<file path="config.mk">
export PLATFORM = sky130hd
export DESIGN_NAME = arbtx_master
export DESIGN_NICKNAME = d
export VERILOG_FILES = /design/src/rtl/arbtx_pkg.sv /design/src/rtl/arbtx_parity.sv /design/src/rtl/arbtx_frame.sv /design/src/rtl/arbtx_seq.sv /design/src/rtl/arbtx_master.sv
export SDC_FILE = /design/constraint.sdc
export NUM_CORES = 1
export LEC_CHECK = 0
export BUFFER_PORTS_ARGS = -buffer_cell sky130_fd_sc_hd__buf_4
export CORE_MARGIN = 4
export CORE_UTILIZATION = 45
export DETAILED_ROUTE_END_ITERATION = 7
export PLACE_DENSITY = 0.68
export SYNTH_ARGS = -nofsm -noshare
export SYNTH_HDL_FRONTEND = slang
export SYNTH_SLANG_ARGS = --single-unit
</file>
<file path="constraint.sdc">
create_clock -name clk -period 1.65 [get_ports clk]
set_input_delay 0.0825 -clock clk [delete_from_list [all_inputs] [get_ports clk]]
set_output_delay 0.0825 -clock clk [all_outputs]
set_load 0.01 [all_outputs]
</file>
<file path="src/rtl/arbtx_pkg.sv">
package arbtx_pkg;
  typedef enum logic [2:0] {
    PH_IDLE  = 3'd0,
    PH_OWN   = 3'd1,
    PH_OWNP  = 3'd2,
    PH_DST   = 3'd3,
    PH_DSTP  = 3'd4,
    PH_ACK   = 3'd5
  } phase_t;

  typedef struct packed {
    logic lost;
    logic nack;
    logic ack;
    logic go;
  } outcome_t;
endpackage

</file>
<file path="src/rtl/arbtx_parity.sv">
module arbtx_parity #(
  parameter int W = 12
) (
  input  logic [W-1:0] vec,
  output logic         odd
);
  logic [W:0] chain;
  assign chain[0] = 1'b0;
  for (genvar g = 0; g < W; g++) begin : g_xor
    assign chain[g+1] = chain[g] ^ vec[g];
  end
  assign odd = chain[W];
endmodule

</file>
<file path="src/rtl/arbtx_frame.sv">
module arbtx_frame #(
  parameter int W = 12
) (
  input  logic         clk,
  input  logic         rst_n,
  input  logic         load,
  input  logic         shift,
  input  logic [W-1:0] own,
  input  logic [W-1:0] dest,
  output logic         cur_bit
);
  localparam int FW = 2 * W + 2;

  logic          own_odd, dest_odd;
  logic [FW-1:0] frame_q;

  arbtx_parity #(.W(W)) u_own_par  (.vec(own),  .odd(own_odd));
  arbtx_parity #(.W(W)) u_dest_par (.vec(dest), .odd(dest_odd));

  always_ff @(posedge clk or negedge rst_n) begin
    if (!rst_n) begin
      frame_q <= '1;
    end else if (load) begin
      frame_q <= {own, own_odd, dest, dest_odd};
    end else if (shift) begin
      frame_q <= {frame_q[FW-2:0], 1'b1};
    end
  end

  assign cur_bit = frame_q[FW-1];
endmodule

</file>
<file path="src/rtl/arbtx_seq.sv">
module arbtx_seq
  import arbtx_pkg::*;
#(
  parameter int W = 12
) (
  input  logic     clk,
  input  logic     rst_n,
  input  logic     accept,
  input  logic     bcast_in,
  input  logic     bit_stb,
  input  logic     bus_bit,
  input  logic     cur_bit,
  output phase_t   phase,
  output logic     shift,
  output outcome_t res
);
  localparam int CW = (W > 1) ? $clog2(W) : 1;
  localparam logic [CW-1:0] LAST = CW'(W - 1);

  phase_t        phase_q;
  logic [CW-1:0] cnt_q;
  logic          bc_q;
  outcome_t      res_q;
  logic          mismatch;

  assign mismatch = bus_bit != cur_bit;

  always_ff @(posedge clk or negedge rst_n) begin
    if (!rst_n) begin
      phase_q <= PH_IDLE;
      cnt_q   <= '0;
      bc_q    <= 1'b0;
      res_q   <= '0;
    end else begin
      res_q <= '0;
      if (phase_q == PH_IDLE) begin
        if (accept) begin
          phase_q <= PH_OWN;
          cnt_q   <= LAST;
          bc_q    <= bcast_in;
        end
      end else if (bit_stb) begin
        unique case (phase_q)
          PH_OWN: begin
            if (mismatch) begin
              res_q.lost <= 1'b1;
              phase_q    <= PH_IDLE;
            end else if (cnt_q == '0) begin
              phase_q <= PH_OWNP;
            end else begin
              cnt_q <= cnt_q - 1'b1;
            end
          end
          PH_OWNP: begin
            phase_q <= PH_DST;
            cnt_q   <= LAST;
          end
          PH_DST: begin
            if (cnt_q == '0) phase_q <= PH_DSTP;
            else             cnt_q   <= cnt_q - 1'b1;
          end
          PH_DSTP: begin
            if (bc_q) begin
              res_q.go <= 1'b1;
              phase_q  <= PH_IDLE;
            end else begin
              phase_q <= PH_ACK;
            end
          end
          PH_ACK: begin
            if (!bus_bit) begin
              res_q.ack <= 1'b1;
              res_q.go  <= 1'b1;
            end else begin
              res_q.nack <= 1'b1;
            end
            phase_q <= PH_IDLE;
          end
          default: phase_q <= PH_IDLE;
        endcase
      end
    end
  end

  assign shift = bit_stb && (phase_q inside {PH_OWN, PH_OWNP, PH_DST, PH_DSTP})
                 && !(phase_q == PH_OWN && mismatch);
  assign phase = phase_q;
  assign res   = res_q;

  // outcomes exclusive; ack always with go
  p_one_outcome_r9: assert property (@(posedge clk) disable iff (!rst_n)
    $onehot0({res_q.lost, res_q.nack, res_q.go}));
  p_ack_with_go_r9: assert property (@(posedge clk) disable iff (!rst_n)
    res_q.ack |-> res_q.go);
  // loss only arises from an own-address slot
  p_lost_from_own_r11: assert property (@(posedge clk) disable iff (!rst_n)
    res_q.lost |-> $past(phase_q) == PH_OWN);
  // a broadcast never reports missing acknowledge
  p_bcast_no_nack_r7: assert property (@(posedge clk) disable iff (!rst_n)
    res_q.nack |-> !bc_q);
  // acknowledge result only from the ack slot
  p_ack_from_slot_r6: assert property (@(posedge clk) disable iff (!rst_n)
    (res_q.ack || res_q.nack) |-> $past(phase_q) == PH_ACK);
endmodule

</file>
<file path="src/rtl/arbtx_master.sv">
module arbtx_master
  import arbtx_pkg::*;
#(
  parameter int W = 12
) (
  input  logic         clk,
  input  logic         rst_n,
  input  logic         req_valid,
  output logic         req_ready,
  input  logic [W-1:0] req_own,
  input  logic [W-1:0] req_dest,
  input  logic         req_bcast,
  input  logic         bit_stb,
  input  logic         bus_bit,
  output logic         tx_bit,
  output logic         lost,
  output logic         acked,
  output logic         nacked,
  output logic         go_ctrl
);
  phase_t   phase;
  outcome_t res;
  logic     accept, shift, cur_bit, driving;

  assign req_ready = (phase == PH_IDLE);
  assign accept    = req_valid && req_ready;

  arbtx_frame #(.W(W)) u_frame (
    .clk(clk), .rst_n(rst_n), .load(accept), .shift(shift),
    .own(req_own), .dest(req_dest), .cur_bit(cur_bit)
  );

  arbtx_seq #(.W(W)) u_seq (
    .clk(clk), .rst_n(rst_n), .accept(accept), .bcast_in(req_bcast),
    .bit_stb(bit_stb), .bus_bit(bus_bit), .cur_bit(cur_bit),
    .phase(phase), .shift(shift), .res(res)
  );

  assign driving = phase inside {PH_OWN, PH_OWNP, PH_DST, PH_DSTP};
  assign tx_bit  = driving ? cur_bit : 1'b1;
  assign lost    = res.lost;
  assign acked   = res.ack;
  assign nacked  = res.nack;
  assign go_ctrl = res.go;

  // an accepted request leaves idle on the next edge
  p_accept_busy_r1: assert property (@(posedge clk) disable iff (!rst_n)
    accept |=> !req_ready);
  // idle means recessive
  p_idle_recessive_r8: assert property (@(posedge clk) disable iff (!rst_n)
    req_ready |-> tx_bit);
  // after loss the line is released and the block is idle
  p_lost_release_r3: assert property (@(posedge clk) disable iff (!rst_n)
    lost |-> (tx_bit && req_ready));
  // driven bit holds between slots
  p_tx_stable_r2: assert property (@(posedge clk) disable iff (!rst_n)
    (!req_ready && !$past(req_ready) && !$past(bit_stb)) |-> $stable(tx_bit));
endmodule

</file>
# Yosys cells after proc, flatten, opt, wreduce, memory -nomap -nowiden
# Cells that the tools add are included.
[totals] register_bits=38 word_cells=81 output_inout_bits=6
[op_classes] addsub=1 n_mux=26 bitwise=22 eq_ne=10 n_reduce_logical=14
[ops] op="26-bit 2-to-1 mux" count=2
[ops] op="4-bit 2-to-1 mux" count=7
[ops] op="1-bit XOR" count=22
[ops] op="3-bit 2-to-1 mux" count=7
[ops] op="3-bit one-hot mux with 4 select lines" count=1
[ops] op="4-bit one-hot mux with 3 select lines" count=1
[ops] op="4-bit AND reduction" count=2
[ops] op="4-bit nonzero test" count=2
[ops] op="3-bit by 2-bit equality test with 1-bit output, second input constant" count=2
[ops] op="3-bit equality test, second input constant" count=2
[ops] op="1-bit 2-to-1 mux" count=5
[ops] op="1-bit logical AND" count=4
[ops] op="4-bit logical NOT" count=1
[ops] op="2-bit 2-to-1 mux" count=2
[ops] op="4-bit by 2-bit != test with 1-bit output, second input constant" count=1
[ops] op="2-bit nonzero test" count=2
[ops] op="4-bit by 1-bit subtractor with 4-bit output, second input constant" count=1
[ops] op="3-bit by 1-bit equality test with 1-bit output, second input constant" count=1
[ops] op="3-bit logical NOT" count=1
[ops] op="3-bit by 2-bit != test with 1-bit output, second input constant" count=1
[ops] op="3-bit != test, second input constant" count=1
[ops] op="2-bit by 1-bit != test with 1-bit output, second input constant" count=1
[ops] op="1-bit one-hot mux with 2 select lines" count=1
[ops] op="2-bit AND reduction" count=1
[ops] op="2 further kinds" count=2

# Depth between registers and ports, before layout
[logic_depth] depth_word=12 mapped_depth=7 mapped_depth_nobuf=7

# Hierarchy
# From an unflattened synthesis, not the netlist that was laid out.
[unflattened] cells_unflattened=208 area_unflattened_um2=2180.8
[modules_own_cells] mod="arbtx_frame" n_inst=1 area_per_inst_um2=1242.4 cells_per_inst=113
[modules_own_cells] mod="arbtx_seq" n_inst=1 area_per_inst_um2=705.7 cells_per_inst=71
[modules_own_cells] mod="arbtx_parity" n_inst=2 area_per_inst_um2=101.3 cells_per_inst=10
[modules_own_cells] mod="arbtx_master" n_inst=1 area_per_inst_um2=30.0 cells_per_inst=4

# Worst setup path before layout
# Ideal clock, no wire load.
[synth_path] path_type="register to register" startpoint="register u_seq.phase_q[2], in the netlist u_seq.phase[2]" endpoint="register u_frame.frame_q[10]" t_arrival_ps=1533 setup_time_ps=89 stages_incl_launch_ff=7 slack_ps=28 path_buffers=3 path_cell_list="dfrtp_1 buf_2 nor3_1 and2_1 buf_4 clkbuf_1 o21ai_1"
[synth_rtl] item="start: declaration" line_no="arbtx_seq.sv:20" rtl="phase_t phase_q;"
[synth_rtl] item="start signal: assignment" line_no="arbtx_seq.sv:30" rtl="phase_q <= PH_IDLE;"
[synth_rtl] item="start signal: assignment" line_no="arbtx_seq.sv:38" rtl="phase_q <= PH_OWN;"
[synth_rtl] item="start signal: assignment" line_no="arbtx_seq.sv:47" rtl="phase_q <= PH_IDLE;"
[synth_rtl] item="3-bit logical NOT (*)" line_no="arbtx_master.sv:25" rtl="assign req_ready = (phase == PH_IDLE);"
[synth_rtl] item="named net req_ready" line_no="arbtx_master.sv:9" rtl="output logic req_ready,"
[synth_rtl] item="1-bit logical AND (*)" line_no="arbtx_master.sv:26" rtl="assign accept = req_valid && req_ready;"
[synth_rtl] item="26-bit 2-to-1 mux / 2-bit nonzero test (equally long branches)"
[synth_rtl] item="end signal: assignment" line_no="arbtx_frame.sv:24" rtl="frame_q <= {own, own_odd, dest, dest_odd};"
[synth_rtl] item="end signal: assignment" line_no="arbtx_frame.sv:26" rtl="frame_q <= {frame_q[FW-2:0], 1'b1};"
[synth_rtl] item="end: declaration" line_no="arbtx_frame.sv:15" rtl="logic [FW-1:0] frame_q;"
# The timed path passes the listed nets; every way through them passes the cells marked *.
# A chain may end at the register's enable or synchronous reset.

# Worst setup path after layout
[layout_path] startpoint="register u_frame.frame_q[25]" endpoint="register u_frame.frame_q[10]"
[layout_between] elab_chain_len=5
[layout_rtl] item="1-bit != test" line_no="arbtx_seq.sv:26" rtl="assign mismatch = bus_bit != cur_bit;"
[layout_rtl] item="1-bit logical AND" line_no="arbtx_seq.sv:86" rtl="&& !(phase_q == PH_OWN && mismatch);"
[layout_rtl] item="1-bit logical NOT" line_no="arbtx_seq.sv:86"
[layout_rtl] item="1-bit logical AND" line_no="arbtx_seq.sv:86"
[layout_rtl] item="2-bit nonzero test (no source line)"
# Every way passes these cells.

==> summary.md <==
| Metric | Value |
|---|---|
| Result of the run | `finished, final reports clean` |
| Worst relative slew slack | `69.6%` |
| Crit path cell chain | `xnor2_4 > a211oi_2 > nor2_4 > buf_12 > mux2i_2 > o21ai_1` |
| H-tree levels | `2` |
| Rows | `24` |
| WL met3 | `169 µm` |
| Min-delay worst type | `in2reg` |
| Buffers added on ports | `35` |
| Cell depth of the worst flop-to-flop path | `6` |
| Routed vias | `1514` |
| Bufs and invs on worst path | `1` |
| Final worst path period need | `1.62 ns` |
| Slew Viols, Final | `0` |
| Setup tns final | `0 ns` |
| Final WS setup | `0.0284 ns` |
| Total power per unit cell area | `1740 nW/µm²` |
| Synth Register Bits | `38` |
| RSZ-0062 raised after global routing | `yes` |
| Startpoint types | `register` |
| Post-DR wirelength/cell | `13.2 µm` |
| Clock latency on the worst-skew pair | `0.28 ns` |
| Worst Path Required | `1.85 ns` |
| Share of layout cells above drive strength 1 | `35.6%` |
| Max cap viols | `0` |
| Initial Util | `47.2%` |
| CTS tree | `built` |
| Diodes inserted | `0` |
| Post-synthesis sequential area ratio | `47.2%` |
| Most common cell after layout, fill and taps aside | `buf_4` |
| GRT Residual Overflow | `0` |
| CP arrival | `1.82 ns` |
| Setup Fix Bufs, Post-CTS | `0` |
| Fin nets | `277` |
| Top delay family on crit path | `flip-flops` |
| Post-DP HPWL | `2850 µm` |
| Worst flop-to-flop path endpoint | `u_frame.frame_q[10]` |
| Clock Tree Root | `clkbuf_8` |
| Synth Net Count | `234` |
| Clock slew at reported path FFs | `0.07 ns` |
| F_max | `0.617 GHz` |
| Horiz. Die Dim | `76.1 µm` |
| GRT Total Usage | `14.0%` |
| DIE AREA | `5790 µm²` |
| Clock skew | `0.00399 ns` |
| Detailed Route WL | `3930 µm` |
| Most frequent cells in the layout | `43 x buf_4, 31 x nand2_1, 26 x dfstp_2` |
| Worst vdd ir | `0.885 mV` |
| Clock sink count | `38` |
| CP Max Fanout | `18` |
| Initial antenna violation count | `0` |
| Vias in the first global route | `1580` |
| Crit path kind | `reg2reg` |
| Lkg Pwr | `1.04 nW` |
| CTS buffer count | `5` |
| Final hold violation count | `0` |
| Warning count from the yosys run | `0` |
| Hold path cells | `3` |
| I/O pin count | `36` |
| Crit-path max cell delay | `0.60 ns` |
| Remaining DRCs | `0` |
| WL met2 | `1860 µm` |
| Avg Cell Area, Syn | `10.3 µm²` |
| # setup viols final | `0` |
| Crit. End Element | `register` |
| Clock buffer depth | `2` |
| Power Total | `4.47 mW` |
| Highest metal used | `met4` |
| Hold Slack | `0.0195 ns` |
| Tcrit/Tclk final | `98.3%` |
| Final Wtd Congestion | `0.844` |
| Hold Path End | `u_frame.frame_q[18]` |
| Setup Slack @ Placement | `0.0214 ns` |
| Worst flop-to-flop path startpoint | `u_frame.frame_q[25]` |
| Core Box Area | `4410 µm²` |
| Chip height | `76.1 µm` |
| Worst Hold Launch | `req_own[4]` |
| Largest net degree at the start of global routing | `52` |
| Post-Syn Instances | `203` |
| TritonRoute pass-1 iters | `4` |
| Area Overhead vs Synth | `23.0%` |
| Via density | `5.06` |
| Worst Max-Slew Pin Slew | `0.456 ns` |
| Mapped Area | `2080 µm²` |
| DR iter-0 viols | `80` |
| ANT nets after route | `0` |
| Post-layout util | `58.1%` |
| First-pass GRT wire length | `6910 µm` |
| Met1 WL | `1890 µm` |
| Critical-path top delay cell | `dfstp_2` |
| Yosys cell types | `34` |
| FF-to-FF setup slack | `0.03 ns` |
-- sequential cells by signal, summed over array words and instances, names as in the netlist --
name and cells:
u_seq.cnt_q 4, u_seq.res 4, u_seq.phase 3, u_frame.frame_q 26
u_seq.bc_q 1
-- worst register-to-register path, stage by stage (launching register included) --
cell and delay, ns:
dfstp_2 0.60, xnor2_4 0.16, a211oi_2 0.12, nor2_4 0.16, buf_12 0.19, mux2i_2 0.23
o21ai_1 0.09
-- area by class of cell --
type	instances	area (µm²)
clock buffers	7	86.3
clock inverters	1	5.00
fillers	395	1850
inverters	5	18.8
multi-input cells	149	1020
flip-flops and latches	38	983
well taps	52	65.1
repair buffers	47	384
-- timing repair --
action                                  CTS  global route
hold buffers                              1             0
endpoints found under the setup margin    0            30
hold endpoints to repair                 12             0
resized for setup                         0             7
-- synth_stat cells --
cell,number,area (µm²)
xnor2_1,22,193
nand3_1,1,5.00
nor2_4,1,11.3
o21ai_0,10,50.1
a32o_1,1,10.0
o22ai_1,2,12.5
buf_2,6,30.0
o31ai_1,1,7.51
o221ai_1,2,17.5
dfrtp_1,12,300
or3b_2,1,8.76
buf_4,1,7.51
nor3_1,6,30.0
nor4_1,1,6.26
and2b_1,1,7.51
dfstp_2,26,683
and2_1,2,12.5
mux2i_1,26,260
nor4b_1,1,8.76
nor2_1,7,26.3
buf_12,2,40.0
a311oi_1,1,8.76
ha_1,1,12.5
xnor2_2,1,16.3
nand2_1,31,116
nand2b_1,2,12.5
nand3b_1,1,7.51
a21oi_1,4,20.0
a31oi_1,1,6.26
clkbuf_1,2,7.51
mux2_2,2,22.5
a211oi_2,1,12.5
o21ai_1,19,95.1
inv_1,5,18.8
-- metrics by stage --
| step | area [µm²] | std cells |
|---|---|---|
| after floorplan | 2080 | 203 |
| after global placement | 2430 | 290 |
| after detailed placement | 2430 | 290 |
| after CTS | 2540 | 299 |
| after global routing | 2560 | 299 |
| final | 2560 | 299 |
-- report_power, final --
part / total (mW) / internal (mW) / switching, mW / leakage (nW)
sequential: 1.83 / 1.56 / 0.270 / 0.421
clock: 0.634 / 0.337 / 0.297 / 0.0482
combinational: 2.01 / 1.01 / 1.00 / 0.573
-- cell families (layout without fill, tap and decap cells) --
family | count (synthesis) | count (layout) | synth area share (%)
mux | 28 | 28 | 13.6
xor+xnor | 23 | 23 | 10.0
simple gates | 55 | 55 | 12.1
compound gates | 42 | 42 | 11.5
buf+inv | 16 | 60 | 4.98
flops | 38 | 38 | 47.2
fa+ha+maj | 1 | 1 | 0.600
-- worst max-delay path by stage --
stage          cells past startpoint           startpoint  slack [ns]                   to
3_3_place_gp                       4       u_seq.phase[1]        0.08  u_frame.frame_q[13]
5_1_grt                            7       u_seq.cnt_q[0]        -0.1       u_seq.phase[1]
4_1_cts                            6  u_frame.frame_q[25]        0.03  u_frame.frame_q[23]
3_5_place_dp                       6  u_frame.frame_q[25]        0.02   u_frame.frame_q[2]
6_report                           6  u_frame.frame_q[25]        0.03  u_frame.frame_q[10]
2_1_floorplan                      6       u_seq.phase[2]        0.03  u_frame.frame_q[10]
-- routing by layer --
metal / track usage (%) / vias to the layer above
met2: 21.5 / 26
li1: - / 784
met4: 4.20 / 0
met1: 19.6 / 702
met5: 0 / -
met3: 3.55 / 2
Power figures use the tool's default switching activity.
